File: src/rtl/rx_pause_pkg.sv
package rx_pause_pkg;
  localparam int unsigned CFG_W   = 32;
  localparam int unsigned EXT_BIT = 31;
  localparam int unsigned THR_MSB = 15;
  localparam int unsigned THR_LSB = 3;
  localparam logic [CFG_W-1:0] CFG_MASK = 32'h8000_FFF8;

  typedef enum logic [1:0] {
    EXT_ARMED,
    EXT_XOFF_HI,
    EXT_WAIT_XON,
    EXT_XON_HI
  } ext_state_e;
endpackage

File: src/rtl/rx_pause_sync2.sv
module rx_pause_sync2 #(
  parameter int unsigned W = 2
) (
  input  logic         clk_i,
  input  logic         rst_ni,
  input  logic [W-1:0] d_i,
  output logic [W-1:0] q_o
);
  logic [W-1:0] s1_q, s2_q;

  always_ff @(posedge clk_i or negedge rst_ni) begin
    if (!rst_ni) begin
      s1_q <= '0;
      s2_q <= '0;
    end else begin
      s1_q <= d_i;
      s2_q <= s1_q;
    end
  end

  assign q_o = s2_q;
endmodule

File: src/rtl/rx_pause_cfg.sv
module rx_pause_cfg
  import rx_pause_pkg::*;
(
  input  logic             clk_i,
  input  logic             rst_ni,
  input  logic             reg_we_i,
  input  logic [CFG_W-1:0] reg_wdata_i,
  output logic [CFG_W-1:0] reg_rdata_o,
  output logic             ext_en_o,
  output logic [THR_MSB:0] thr_bytes_o
);
  logic [CFG_W-1:0] cfg_q;

  always_ff @(posedge clk_i or negedge rst_ni) begin
    if (!rst_ni)       cfg_q <= '0;
    else if (reg_we_i) cfg_q <= reg_wdata_i & CFG_MASK;
  end

  assign reg_rdata_o = cfg_q;
  assign ext_en_o    = cfg_q[EXT_BIT];
  assign thr_bytes_o = {cfg_q[THR_MSB:THR_LSB], {THR_LSB{1'b0}}};


  cfg_write_chk: assert property (@(posedge clk_i) disable iff (!rst_ni)
    reg_we_i |=> reg_rdata_o == ($past(reg_wdata_i) & CFG_MASK));
endmodule

File: src/rtl/rx_pause_thr.sv
module rx_pause_thr
  import rx_pause_pkg::*;
#(
  parameter int unsigned LVL_W = 16
) (
  input  logic             clk_i,
  input  logic             rst_ni,
  input  logic [LVL_W-1:0] fill_level_i,
  input  logic [THR_MSB:0] thr_bytes_i,
  input  logic             tx_fc_en_i,
  output logic             evt_o
);
  logic cond, cond_q;

  assign cond = fill_level_i >= LVL_W'(thr_bytes_i);

  // reset as "already met" so a zero threshold does not fire out of reset
  always_ff @(posedge clk_i or negedge rst_ni) begin
    if (!rst_ni) cond_q <= 1'b1;
    else         cond_q <= cond;
  end

  assign evt_o = cond & ~cond_q & tx_fc_en_i;


  once_per_cross_chk: assert property (@(posedge clk_i) disable iff (!rst_ni)
    evt_o |=> !evt_o);
endmodule

File: src/rtl/rx_pause_ext.sv
module rx_pause_ext
  import rx_pause_pkg::*;
(
  input  logic clk_i,
  input  logic rst_ni,
  input  logic ext_en_i,
  input  logic tx_fc_en_i,
  input  logic xon_en_i,
  input  logic xoff_s_i,
  input  logic xon_s_i,
  output logic xoff_evt_o,
  output logic xon_evt_o
);
  ext_state_e state_q, state_d;
  logic xoff_d_q, xon_d_q;
  logic xoff_rise, xon_rise;

  assign xoff_rise = xoff_s_i & ~xoff_d_q;
  assign xon_rise  = xon_s_i & ~xon_d_q;

  always_comb begin
    state_d    = state_q;
    xoff_evt_o = 1'b0;
    xon_evt_o  = 1'b0;
    unique case (state_q)
      EXT_ARMED: if (xoff_rise && ext_en_i && tx_fc_en_i) begin
        xoff_evt_o = 1'b1;
        state_d    = EXT_XOFF_HI;
      end
      EXT_XOFF_HI:  if (!xoff_s_i) state_d = EXT_WAIT_XON;
      EXT_WAIT_XON: if (xon_rise) begin
        xon_evt_o = ext_en_i & tx_fc_en_i & xon_en_i;
        state_d   = EXT_XON_HI;
      end
      EXT_XON_HI:   if (!xon_s_i) state_d = EXT_ARMED;
      default:      state_d = EXT_ARMED;
    endcase
  end

  always_ff @(posedge clk_i or negedge rst_ni) begin
    if (!rst_ni) begin
      state_q  <= EXT_ARMED;
      xoff_d_q <= 1'b0;
      xon_d_q  <= 1'b0;
    end else begin
      state_q  <= state_d;
      xoff_d_q <= xoff_s_i;
      xon_d_q  <= xon_s_i;
    end
  end


  one_xoff_per_arm_chk: assert property (@(posedge clk_i) disable iff (!rst_ni)
    xoff_evt_o |=> (state_q == EXT_XOFF_HI) && !xoff_evt_o);
endmodule

File: src/rtl/rx_pause_req.sv
module rx_pause_req (
  input  logic clk_i,
  input  logic rst_ni,
  input  logic xoff_set_i,
  input  logic xon_set_i,
  input  logic xoff_ack_i,
  input  logic xon_ack_i,
  output logic xoff_req_o,
  output logic xon_req_o
);
  logic xoff_pend_q, xon_pend_q;

  always_ff @(posedge clk_i or negedge rst_ni) begin
    if (!rst_ni) begin
      xoff_pend_q <= 1'b0;
      xon_pend_q  <= 1'b0;
    end else begin
      if (xoff_set_i)      xoff_pend_q <= 1'b1;
      else if (xoff_ack_i) xoff_pend_q <= 1'b0;
      if (xon_set_i)                   xon_pend_q <= 1'b1;
      else if (xon_ack_i && xon_req_o) xon_pend_q <= 1'b0;
    end
  end

  assign xoff_req_o = xoff_pend_q;
  assign xon_req_o  = xon_pend_q & ~xoff_pend_q;


  xoff_hold_chk: assert property (@(posedge clk_i) disable iff (!rst_ni)
    xoff_req_o && !xoff_ack_i |=> xoff_req_o);


  xon_hold_chk: assert property (@(posedge clk_i) disable iff (!rst_ni)
    xon_req_o && !xon_ack_i |=> xon_req_o || xoff_req_o);
endmodule

File: src/rtl/rx_pause_req_gen.sv
module rx_pause_req_gen
  import rx_pause_pkg::*;
#(
  parameter int unsigned LVL_W = 16
) (
  input  logic             clk_i,
  input  logic             rst_ni,
  input  logic             reg_we_i,
  input  logic [31:0]      reg_wdata_i,
  output logic [31:0]      reg_rdata_o,
  input  logic [LVL_W-1:0] fill_level_i,
  input  logic             tx_fc_en_i,
  input  logic             xon_en_i,
  input  logic             ext_xoff_i,
  input  logic             ext_xon_i,
  output logic             xoff_req_o,
  input  logic             xoff_ack_i,
  output logic             xon_req_o,
  input  logic             xon_ack_i
);
  logic             ext_en;
  logic [THR_MSB:0] thr_bytes;
  logic [1:0]       ext_sync;
  logic             thr_evt, ext_xoff_evt, ext_xon_evt;

  rx_pause_cfg u_cfg (
    .clk_i       (clk_i),
    .rst_ni      (rst_ni),
    .reg_we_i    (reg_we_i),
    .reg_wdata_i (reg_wdata_i),
    .reg_rdata_o (reg_rdata_o),
    .ext_en_o    (ext_en),
    .thr_bytes_o (thr_bytes)
  );

  rx_pause_thr #(.LVL_W(LVL_W)) u_thr (
    .clk_i        (clk_i),
    .rst_ni       (rst_ni),
    .fill_level_i (fill_level_i),
    .thr_bytes_i  (thr_bytes),
    .tx_fc_en_i   (tx_fc_en_i),
    .evt_o        (thr_evt)
  );

  rx_pause_sync2 #(.W(2)) u_sync (
    .clk_i  (clk_i),
    .rst_ni (rst_ni),
    .d_i    ({ext_xon_i, ext_xoff_i}),
    .q_o    (ext_sync)
  );

  rx_pause_ext u_ext (
    .clk_i      (clk_i),
    .rst_ni     (rst_ni),
    .ext_en_i   (ext_en),
    .tx_fc_en_i (tx_fc_en_i),
    .xon_en_i   (xon_en_i),
    .xoff_s_i   (ext_sync[0]),
    .xon_s_i    (ext_sync[1]),
    .xoff_evt_o (ext_xoff_evt),
    .xon_evt_o  (ext_xon_evt)
  );

  rx_pause_req u_req (
    .clk_i      (clk_i),
    .rst_ni     (rst_ni),
    .xoff_set_i (thr_evt | ext_xoff_evt),
    .xon_set_i  (ext_xon_evt),
    .xoff_ack_i (xoff_ack_i),
    .xon_ack_i  (xon_ack_i),
    .xoff_req_o (xoff_req_o),
    .xon_req_o  (xon_req_o)
  );


  no_req_when_off_chk: assert property (@(posedge clk_i) disable iff (!rst_ni)
    !tx_fc_en_i && !xoff_req_o |=> !xoff_req_o);
endmodule

File: config.mk
export PLATFORM = sky130hd
export DESIGN_NAME = rx_pause_req_gen
export DESIGN_NICKNAME = d
export VERILOG_FILES = /design/src/rtl/rx_pause_pkg.sv /design/src/rtl/rx_pause_sync2.sv /design/src/rtl/rx_pause_cfg.sv /design/src/rtl/rx_pause_thr.sv /design/src/rtl/rx_pause_ext.sv /design/src/rtl/rx_pause_req.sv /design/src/rtl/rx_pause_req_gen.sv
export SDC_FILE = /design/constraint.sdc
export NUM_CORES = 1
export LEC_CHECK = 0
export ABC_CLOCK_PERIOD_IN_PS = 1400
export BUFFER_PORTS_ARGS = -buffer_cell sky130_fd_sc_hd__buf_4
export CAP_MARGIN = 15
export CORE_ASPECT_RATIO = 1.5
export CORE_MARGIN = 2
export CORE_UTILIZATION = 38
export CTS_CLUSTER_DIAMETER = 50
export DETAILED_ROUTE_END_ITERATION = 7
export GPL_TIMING_DRIVEN = 0
export PLACE_DENSITY = 0.76
export REMOVE_ABC_BUFFERS = 1
export SYNTH_ARGS = -nofsm -noshare
export SYNTH_HDL_FRONTEND = slang
export SYNTH_SLANG_ARGS = --single-unit
File: constraint.sdc
create_clock -name clk_i -period 1.4 [get_ports clk_i]
set_clock_uncertainty 0.05 [all_clocks]
set_input_delay 0.28 -clock clk_i [delete_from_list [all_inputs] [get_ports clk_i]]
set_output_delay 0.28 -clock clk_i [all_outputs]
set_load 0.01 [all_outputs]
==> results_dict.tcl <==
set metrics [dict create \
    status "finished, violations left" \
    violations "negative setup slack" \
    yosysTopAreaCell "dfrtp_1" \
    synthToLayoutAreaGrowth_pct 31.9 \
    use_met3_pct 1.69 \
    synth_area_per_cell_um2 9.78 \
    layout.core_utilization_pct 52.0 \
    antennaDiodeCount 0 \
    use_met1_pct 14.2 \
    hpwl_mm 2.21 \
    portion_of_the_post_synthesis_area_used_by_sequential_elements_pct 43.6 \
    tritoncts "done" \
    num_vias 1133 \
    simple_logic_cell_fraction_of_the_synthesized_area_pct 11.7 \
    cts_buffer_depth 2 \
    nets 278 \
    synthTopCellsByCount "24 x dfrtp_1, 19 x buf_4, 19 x o21ai_0" \
    fmax_ghz 0.641 \
    main_combinational_cell_family_by_area_after_synthesis "buffers and inverters" \
    drv_cap 0 \
    htree_num_levels 1 \
    routedWlPerCell_um 11.3 \
    synth_edf_count 0 \
    synthesis.instances 147 \
    leakage_nw 0.989 \
    yosysUniqueCellTypes 25 \
    dp_slack_ns -0.204 \
    grt_use_met2_pct 24.9 \
    period_minus_slack_ns 1.56 \
    drt-vias-per-instance 4.61 \
    crit_arrival_ns 1.71 \
    worstHoldStart "ext_xoff_i" \
    detailedRoute.firstPassIterationCount 4 \
    routed_wl_mm 2.79 \
    synthXorXnorAreaFrac_pct 0 \
    die_x_um 54.2 \
    synth-seq-cells 25 \
    global_route.usage.total_pct 13.4 \
    die_h_um 79.3 \
    worst-endpoint-required_ns 1.55 \
    path_class "flip-flop to flip-flop" \
    async_flop_share_pct 100 \
    final_min_period_over_clock_period_pct 111 \
    grt_antenna_before_repair 0 \
    timing_max_transition_violations_final 0 \
    detail-route-antenna-nets 0 \
    mappedNetlistArea_um2 1440 \
    fin_area_um2 1900 \
    regToRegStartpoint "u_cfg.reg_rdata_o[3]$_DFFE_PN0P_" \
    synth-compound-area-share_pct 12.7 \
    setup.worst_path.start "u_cfg.reg_rdata_o[3]$_DFFE_PN0P_" \
    critical_path.startpoint_type "flip-flop" \
    yosys_warnings 0 \
    cts_buffers 3 \
    post_synth_fa_ha_maj_area_fraction_pct 14.8 \
    grt_pass1_vias 1103 \
    seq_area_um2 627 \
    io_buffer_count 54 \
    biggest_fanout_along_the_worst_timing_path 2 \
    design.die.area_um2 4300 \
    clk_latency_ns 0.26 \
    synth_top_area_share_pct 41.8 \
    synth_area_leaders "dfrtp_1 42%, ha_1 15%, buf_4 9.9%, o21ai_0 6.6%, inv_1 4.7%" \
    gp_congestion 0.729 \
    clock_sinks 25 \
    vdd_ir_drop_max_uv 551 \
    synth_top_flop_cell "dfrtp_1" \
    filler_cell_count 340 \
    ios 91 \
    final_layout_size_suffix_gt1_share_pct 34.5 \
    floorplan.rows 27 \
    final-setup-viol-count 2 \
    timing.final.hold_violations 0 \
    top_usage_layer "met2" \
    initial_core_util_pct 39.4 \
    grt_first_pass_wirelength_mm 4.35 \
    unrepaired_setup_endpoints_after_global_routing "yes" \
    clock-root-buffer "clkbuf_8" \
    power_density_nw_per_um2 1030 \
    synth_most_common_cell "dfrtp_1" \
    hold_path.class "primary input to flip-flop" \
    post-route-drc-count 0 \
    grt.overflow.total 0 \
    core_area_um2 3650 \
    pin_count_of_the_biggest_net_entering_global_routing 27 \
    setup_ws_ns -0.160 \
    multi_input_area_um2 672 \
    clk_pin_slew_ns 0.08 \
    standard_cell_area_after_detailed_placement_um2 1810 \
    post-layout-total-power_mw 1.95 \
    drt_first_iter_violations 22 \
    worst_setup_path_end_kind "flip-flop" \
    post_synth_mux_area_share_pct 1.57 \
]
-- metrics by stage --
step	setup TNS (ns)	hold WS, ns	std cells
after floorplan	-0.320	-0.0656	142
after global placement	-0.522	0.155	239
after detailed placement	-0.611	0.153	239
after CTS	-0.321	0.0598	246
after global routing	-0.545	0.0570	246
final	-0.297	0.0688	246
-- path summary, 6_finish.rpt --
kind,depth (start not counted),slack (ns),to
worst max-delay path,5,-0.16,u_req.xoff_req_o$_DFFE_PN0P_
worst min-delay path,1,0.07,u_sync.s1_q[0]$_DFF_PN0_
worst max register to register,5,-0.16,u_req.xoff_req_o$_DFFE_PN0P_
worst min register to register,0,0.30,u_sync.q_o[0]$_DFF_PN0_
max in group asynchronous,2,0.61,u_thr.cond_q$_DFF_PN1_
min in group asynchronous,2,0.40,u_cfg.reg_rdata_o[9]$_DFFE_PN0P_
-- repair_timing --
| item | CTS | global route |
|---|---|---|
| cloned | 0 | 0 |
| pin swaps | 4 | 2 |
| gates resized for setup | 4 | 3 |
| hold endpoints to repair | 24 | 0 |
| buffers inserted | 2 | 0 |
| hold buffers | 1 | 0 |
| setup endpoints to repair | 4 | 4 |
-- cells by family after synthesis --
group                      count (synthesis)
adders and majority gates                 17
and+or+nand+nor                           30
buffers and inverters                     40
muxes                                      2
AOI/OAI and AO/OA                         32
DFF                                       25
other                                      1
-- flip-flops by register name (all words and copies together), names as in the netlist --
name / count
u_cfg.reg_rdata_o: 14
u_ext.state_q: 2
u_ext.xoff_d_q: 1
u_ext.xon_d_q: 1
u_req.xoff_req_o: 1
u_req.xon_pend_q: 1
u_sync.q_o: 2
u_sync.s1_q: 2
u_thr.cond_q: 1
-- power breakdown --
group / switching (mW) / internal (mW)
combinational: 0.319 / 0.331
clock: 0.218 / 0.199
sequential: 0.0656 / 0.816
total: 0.603 / 1.35
-- per-layer routing --
| metal | up-vias | part of all wire [%] |
|---|---|---|
| li1 | 565 | - |
| met1 | 518 | 37 |
| met2 | 48 | 55 |
| met3 | 2 | 7.1 |
| met4 | 0 | 0.75 |
| met5 | - | 0 |
-- cells in the final DEF (no fill, tap or decap), types with 2 or more instances in the layout --
cell type / n
a21oi_1: 6
buf_4: 56
clkbuf_8: 3
conb_1: 18
dfrtp_1: 24
ha_1: 15
ha_2: 2
inv_1: 17
mux2_2: 2
nand2_1: 17
nand2b_1: 2
nand3b_1: 2
nand4_1: 3
nor2b_1: 3
o21ai_0: 17
o21ai_1: 2
-- critical path: stages (launching register included) --
cell and delay (ns):
dfrtp_1 0.39, ha_1 0.26, or4b_4 0.46, a21oi_4 0.15, o211ai_1 0.09, nand3b_1 0.09
-- final cells by class --
type                    instances  share of cell area, %
multi-input cells              99                   35.4
flip-flops and latches         25                   33.0
repair buffers                 57                   22.7
inverters                      18                   3.56
well taps                      43                   2.84
clock buffers                   3                   2.18
clock inverters                 1                  0.264
(Power assumes the default switching activity.)
